`src/rtl/wac_pkg.sv`:
```
// Package: shared definitions for the paged word address counter.
// Assumes: mode input encodes 0 = write (page wrap), 1 = read (array wrap).
package wac_pkg;
    typedef enum logic {
        WAC_WRITE = 1'b0,
        WAC_READ  = 1'b1
    } wac_mode_e;
endpackage

```
`src/rtl/wac_load_mux.sv`:
```
// Module: wac_load_mux
// Merges the two partial address loads into one load value.
// Assumes the top bit belongs to the page load and the rest to the word load.
module wac_load_mux #(
    parameter int ADDR_W = 9
) (
    input  logic [ADDR_W-1:0] cur,
    input  logic              page_ld,
    input  logic              page_bit,
    input  logic              word_ld,
    input  logic [ADDR_W-2:0] word_byte,
    output logic [ADDR_W-1:0] ld_val,
    output logic              any_ld
);
    // Build the loaded value: each field is taken from its source or kept.
    always_comb begin
        ld_val[ADDR_W-1]   = page_ld ? page_bit : cur[ADDR_W-1];
        ld_val[ADDR_W-2:0] = word_ld ? word_byte : cur[ADDR_W-2:0];
        any_ld             = page_ld | word_ld;
    end
endmodule

```
`src/rtl/wac_stepper.sv`:
```
// Module: wac_stepper
// Computes the next address after one byte in either wrap mode.
// Assumes OFS_W < ADDR_W; the page number is the bits above the offset.
module wac_stepper
    import wac_pkg::*;
#(
    parameter int ADDR_W = 9,
    parameter int OFS_W  = 4
) (
    input  logic [ADDR_W-1:0] cur,
    input  wac_mode_e         mode,
    output logic [ADDR_W-1:0] nxt
);
    localparam int PAGE_W = ADDR_W - OFS_W;

    logic [ADDR_W-1:0] full_inc;
    logic [ADDR_W-1:0] page_inc;
    logic [OFS_W-1:0]  ofs_inc;

    // Full-array increment, natural modulo 2**ADDR_W wrap.
    always_comb full_inc = cur + 1'b1;

    // Offset-only increment, wraps inside the page.
    always_comb ofs_inc = cur[OFS_W-1:0] + 1'b1;

    // Reassemble the page-local result; a page field exists only if PAGE_W > 0.
    generate
        if (PAGE_W > 0) begin : g_paged
            always_comb page_inc = {cur[ADDR_W-1:OFS_W], ofs_inc};
        end else begin : g_flat
            always_comb page_inc = ofs_inc;
        end
    endgenerate

    // Select by mode.
    always_comb nxt = (mode == WAC_READ) ? full_inc : page_inc;
endmodule

```
`src/rtl/wac_protect.sv`:
```
// Module: wac_protect
// Write qualification: the upper half of the array is shielded when the
// protect input is high. Combinational; it never gates the counter.
module wac_protect (
    input  logic wp_in,
    input  logic upper_half,
    output logic wr_ok
);
    // Permit unless protection is on and the address is in the upper half.
    always_comb wr_ok = ~(wp_in & upper_half);
endmodule

```
`src/rtl/wac_addr_ctr.sv`:
```
// Module: wac_addr_ctr (top)
// Holds the word address of a paged serial memory, loads it from the page
// bit and the word byte, steps it per mode, and flags permitted writes.
// Assumes strobes are single-cycle and already synchronous to clk.
module wac_addr_ctr
    import wac_pkg::*;
#(
    parameter int ADDR_W = 9,
    parameter int OFS_W  = 4
) (
    input  logic              clk,
    input  logic              rst_n,
    input  logic              page_ld,
    input  logic              page_bit,
    input  logic              word_ld,
    input  logic [ADDR_W-2:0] word_byte,
    input  logic              step,
    input  logic              rd_mode,
    input  logic              wp_in,
    output logic [ADDR_W-1:0] addr,
    output logic              wr_ok
);
    logic [ADDR_W-1:0] addr_q;
    logic [ADDR_W-1:0] ld_val;
    logic [ADDR_W-1:0] step_val;
    logic [ADDR_W-1:0] addr_d;
    logic              any_ld;
    wac_mode_e         mode;

    // Interpret the raw mode pin.
    always_comb mode = wac_mode_e'(rd_mode);

    wac_load_mux #(.ADDR_W(ADDR_W)) u_ld (
        .cur       (addr_q),
        .page_ld   (page_ld),
        .page_bit  (page_bit),
        .word_ld   (word_ld),
        .word_byte (word_byte),
        .ld_val    (ld_val),
        .any_ld    (any_ld)
    );

    wac_stepper #(.ADDR_W(ADDR_W), .OFS_W(OFS_W)) u_step (
        .cur  (addr_q),
        .mode (mode),
        .nxt  (step_val)
    );

    wac_protect u_prot (
        .wp_in      (wp_in),
        .upper_half (addr_q[ADDR_W-1]),
        .wr_ok      (wr_ok)
    );

    // Next-state priority: any load, then step, then hold.
    always_comb begin
        if (any_ld)    addr_d = ld_val;
        else if (step) addr_d = step_val;
        else           addr_d = addr_q;
    end

    // Address register with synchronous active-low reset.
    always_ff @(posedge clk) begin
        if (!rst_n) addr_q <= '0;
        else        addr_q <= addr_d;
    end

    assign addr = addr_q;
endmodule

```
`config.mk`:
```
export PLATFORM = sky130hd
export DESIGN_NAME = wac_addr_ctr
export DESIGN_NICKNAME = d
export VERILOG_FILES = /design/src/rtl/wac_pkg.sv /design/src/rtl/wac_load_mux.sv /design/src/rtl/wac_stepper.sv /design/src/rtl/wac_protect.sv /design/src/rtl/wac_addr_ctr.sv
export SDC_FILE = /design/constraint.sdc
export NUM_CORES = 1
export LEC_CHECK = 0
export ABC_AREA = 1
export CORE_MARGIN = 2
export CORE_UTILIZATION = 40
export CTS_BUF_LIST = sky130_fd_sc_hd__clkbuf_4 sky130_fd_sc_hd__clkbuf_8
export DETAILED_ROUTE_END_ITERATION = 10
export DONT_BUFFER_PORTS = 1
export GPL_ROUTABILITY_DRIVEN = 0
export GPL_TIMING_DRIVEN = 0
export SYNTH_ARGS = -nofsm -noshare
export SYNTH_HDL_FRONTEND = slang
export SYNTH_SLANG_ARGS = --single-unit
```
`constraint.sdc`:
```
create_clock -name clk -period 1.8 [get_ports clk]
set_input_delay 0.09 -clock clk [delete_from_list [all_inputs] [get_ports clk]]
set_output_delay 0.09 -clock clk [all_outputs]
set_load 0.005 [all_outputs]
```
### Word-level counts from Yosys, hierarchy flattened

Cells that the tools add are included.

| storage, ports and cells | value |
|---|---|
| register bits | 9 |
| bits in latches | 0 |
| bits in writable memories | 0 |
| memory bits (read-only) | 0 |
| input port bits | 16 |
| output and inout bits | 10 |
| logic and storage cells | 20 |
| memories | 0 |

| operators by class | value |
|---|---|
| $add $sub $neg | 2 |
| $mul | 0 |
| divide/modulo/power cells | 0 |
| $lt $le $gt $ge | 0 |
| equality and inequality tests | 2 |
| shifts and indexed selects | 0 |
| multiplexer cells | 5 |
| bitwise operators | 3 |
| reduce and logical (&&, ||, !) cells | 5 |

Operator list:

| cell | number |
|---|---|
| $mux 9 | 3 |
| $add 9x1->9 const B | 1 |
| $mux 8 | 1 |
| $reduce_and 3->1 | 2 |
| $add 4x1->4 const B | 1 |
| $ne 2x2->1 const B | 2 |
| $reduce_bool 2->1 | 2 |
| $reduce_and 2->1 | 1 |
| $and 1x1->1 | 1 |
| $mux 1 | 1 |
| $not 1->1 | 1 |
| $or 1x1->1 | 1 |

### Logic depth before layout (Yosys ltp)

| logic depth | value |
|---|---|
| depth after elaboration | 4 |
| mapped depth | 7 |
| depth with buffers taken out | 7 |

### Hierarchy

Synthesis repeated with hierarchy kept, for this count alone.

| unflattened totals | value |
|---|---|
| cells, all modules | 130 |
| area total of the unflattened synthesis | 772.0 um^2 |

Modules (own cells, without submodules):

| module | instances | cells an instance | area an instance (um^2) | sequential area each (um^2) |
|---|---|---|---|---|
| wac_addr_ctr | 1 | 68 | 462.9 | 180.2 |
| wac_stepper | 1 | 30 | 181.4 | 0.0 |
| wac_load_mux | 1 | 31 | 123.9 | 0.0 |
| wac_protect | 1 | 1 | 3.8 | 0.0 |

### Worst setup path after synthesis

No wires, ideal clock.

| timing path | value |
|---|---|
| kind | reg2reg |
| from | register addr_q[0], in the netlist addr[0] |
| to | register addr_q[8], in the netlist addr[8] |
| library setup time | 0.070 ns |
| arrival time | 1.062 ns |
| data required time | 1.730 ns |
| setup slack | 0.668 ns |
| cell stages (with the launch flop) | 8 |
| path buffers | 0 |
| period minus slack after synthesis | 1.132 ns |
| cell sequence | dfxtp_1 > ha_1 > nand2_1 > nor2_1 > nand2_1 > nand2_1 > nand3_1 > a21oi_1 |

| on the way | value |
|---|---|
| longest elaborated chain between the ends | 4 |

Ends and longest elaborated chain:

| item | line | text |
|---|---|---|
| start: declaration | wac_addr_ctr.sv:23 | `logic [ADDR_W-1:0] addr_q;` |
| start signal: assignment | wac_addr_ctr.sv:65 | `else addr_q <= addr_d;` |
| $add 9x1->9 | wac_stepper.sv:21 | `always_comb full_inc = cur + 1'b1;` |
| $mux 9 | wac_stepper.sv:36 | `always_comb nxt = (mode == WAC_READ) ? full_inc : page_inc;` |
| $mux 9 | wac_addr_ctr.sv:58 | `else if (step) addr_d = step_val;` |
| $mux 9 | wac_addr_ctr.sv:57 | `if (any_ld) addr_d = ld_val;` |

No other way between the ends. The select of a mux whose other input is x is not followed.
A chain may end at the register's enable or synchronous reset.

### Worst setup path after layout

Same ends and word-level chain as after synthesis.

==> metrics.md <==
| Metric | Value |
|---|---|
| Status | `finished clean` |
| Max Transition Viols Final | `0` |
| Crit path kind | `reg -> reg` |
| Final Hold Viols | `0` |
| Most common cell after layout, fill and taps aside | `nand2_1` |
| DRC violations left | `0` |
| Sequential area share after synthesis | `28.29%` |
| Seq pwr share | `47.3%` |
| Cell Rows | `14` |
| ANT nets after route | `0` |
| Static Leak | `roughly 0.32 nW` |
| Top post-synthesis cells by area | `dfxtp_1 28%, nand2_1 17%, nor2_1 12%, inv_1 8.8%, nand3_1 8.6%` |
| Max Root-Sink Buffers | `2` |
| Grt total ovfl | `0` |
| GRT Overall Usage | `17.19%` |
| Fin util | `45.60%` |
| Logic pwr share | `16.5%` |
| Worst slew pin tran | `0.3894 ns` |
| Top Ports | `26` |
| Syn Inst Count | `110` |
| Power Dens Cells | `roughly 740 nW/um^2` |
| Most common flop cell mapped by yosys | `dfxtp_1` |
| Drt first pass iters | `4` |
| Layout Nets | `132` |
| CTS sink cnt | `9` |
| R2r startpoint | `addr[0]` |
| Vias per cell | `around 5.3` |
| Die Y-Extent | `approximately 44 um` |
| Die W | `43.90 um` |
| Internal | `~0.00035 W` |
| Cts hold-fix bufs | `0` |
| Global-route wire length before repair | `between 2000 and 2500 um` |
| FF-to-FF setup slack | `0.48 ns` |
| Worst Hold Class | `in -> reg` |
| Diodes inserted | `0` |
| Peak Freq | `0.7553 GHz` |
| Share of the synthesized area in the top cell type | `28.29%` |
| Initial Util | `~42%` |
| Mean post-synth cell area | `5.790 um^2` |
| Synth cell types | `17` |
| HP Start | `word_byte[1]` |
| Routed WL | `approximately 1500 um` |
| Worst hold endpoint | `addr[1]` |
| Cells on worst reg2reg path | `7` |
| WP data arrival | `1.53 ns` |
| Commonest non-fill, non-tap cells in the layout | `28 x nand2_1, 20 x nor2_1, 15 x inv_1, 11 x nand3_1` |
| Worst-path clk slew | `0.07 ns` |
| Largest net degree at the start of global routing | `11` |
| Number of synthesized flops with an enable pin | `0` |
| Worst R2R End | `addr[8]` |
| Period utilisation layout | `73.55%` |
| Final instance area | `686.9 um^2` |
| Root Driver | `clkbuf_4` |
| WP data required | `2.00 ns` |
| Largest register FFs | `9` |
| Share of cells above drive strength 1 | `between 7 and 8%` |
| I/O Buffers | `0` |
| Htree depth | `1` |
| Via count | `between 600 and 700` |
| Post_cts resized | `0` |
| Max-cap viol count | `0` |
| Hold WS | `0.01318 ns` |
| Core area | `1506 um^2` |
| Clock share of power | `between 30% and 40%` |
| Asr flop ratio synth | `0%` |
| Routed WL per cell | `11.57 um` |
| # Post-CTS Setup Buffers | `0` |
| Vias in the first global route | `between 500 and 600` |
| Seq cells post-synth | `9` |
| Switching fraction of total power | `between 30% and 40%` |
| Post-synthesis cell area | `~640 um^2` |
| Synth-to-layout area growth | `7.859%` |
| Clk_lat worst skew | `0.27 ns` |
| Critical path peak fanout | `6` |
| Synthesized Nets | `127` |
| Peak supply drop | `roughly 0.25 mV` |
| Final min period | `1.324 ns` |
| Yosys top cell by area | `dfxtp_1` |
| CP endpoint kind | `flip-flop` |
| Antenna violations before repair | `0` |
| RSZ-0062 raised after global routing | `false` |
| TritonCTS clock tree | `yes` |
| Yosys warnings | `0` |
| Clock Skews | `0.006410 ns` |
| Hold path depth | `2` |
| CTS Buf Count | `3` |
| Post-DP HPWL | `1136 um` |
| Setup_tns | `0 ns` |
| Dpl cell area | `656.9 um^2` |
| CP Launch Type | `flip-flop` |
| Switch Pwr | `about 0.00016 W` |
| Final setup vio count | `0` |
| Rel. slew slack | `74.04%` |
| Die area | `around 1900 um^2` |
| Initial DRC count | `16` |
## through the flow
step	std cells	power, W	setup slack [ns]
2_1_floorplan	110	0.0003089	0.6683
3_3_place_gp	126	0.0003261	0.5356
3_5_place_dp	126	0.0003274	0.4960
4_1_cts	130	0.0005061	0.4863
5_1_grt	130	0.0005397	0.2710
6_report	130	0.0005068	0.4761
## area by class of cell
type	instances	area [um^2]
Buffer	3	22.52
Clock buffer	4	30.03
Fill cell	179	819.5
Inverter	16	60.06
Multi-Input combinational cell	82	374.1
Sequential cell	9	180.2
Tap cell	16	20.02
## power by group through the flow
stage | Clock, W | Combinational [W] | Sequential [W]
after global placement | 0 | 0.0000823 | 0.000244
after global routing | 0.000200 | 0.0000965 | 0.000243
after CTS | 0.000183 | 0.0000838 | 0.000239
after floorplan | 0 | 0.0000705 | 0.000238
final | 0.000183 | 0.0000838 | 0.000240
after detailed placement | 0 | 0.0000831 | 0.000244
## cell usage after synthesis (2+ instances only)
library cell   n
inv_1         15
nand3_1       11
a31oi_1        2
nor2_1        20
dfxtp_1        9
a21oi_1        6
o21ai_0        9
nor3_1         2
nand2_1       28
## kinds of logic (layout without fill, tap and decap cells)
kind of cell	Yosys count	in the layout	synth area share, %
adders and majority gates	1	1	1.964
and+or+nand+nor	63	63	41.65
AOI/OAI and AO/OA	18	18	15.13
buffers and inverters	19	23	12.97
DFF	9	9	28.29
## critical path, cell delays in order (launching register included)
cell,delay (ns)
dfxtp_1,0.44
ha_1,0.21
nand2_1,0.12
nor2_1,0.18
nand2_1,0.08
nand2_1,0.06
nand3_1,0.06
a21oi_1,0.12
## worst max path at each step
| stage | slack, ns | start | endpoint | cells after the start |
|---|---|---|---|---|
| 2_1_floorplan | 0.67 | addr[0] | addr[8] | 7 |
| 3_3_place_gp | 0.54 | addr[0] | addr[8] | 7 |
| 3_5_place_dp | 0.50 | addr[0] | addr[8] | 7 |
| 4_1_cts | 0.49 | addr[0] | addr[8] | 7 |
| 5_1_grt | 0.27 | addr[0] | addr[8] | 7 |
| 6_report | 0.48 | addr[0] | addr[8] | 7 |
## per-layer routing
layer	vias up	global-route usage (%)	part of all wire, %
li1	356	-	-
met1	310	23.80	49
met2	21	24.41	44
met3	4	4.167	4.7
met4	0	9.091	1.7
met5	-	0	0
No activity file was read; power rests on OpenSTA's default activity.
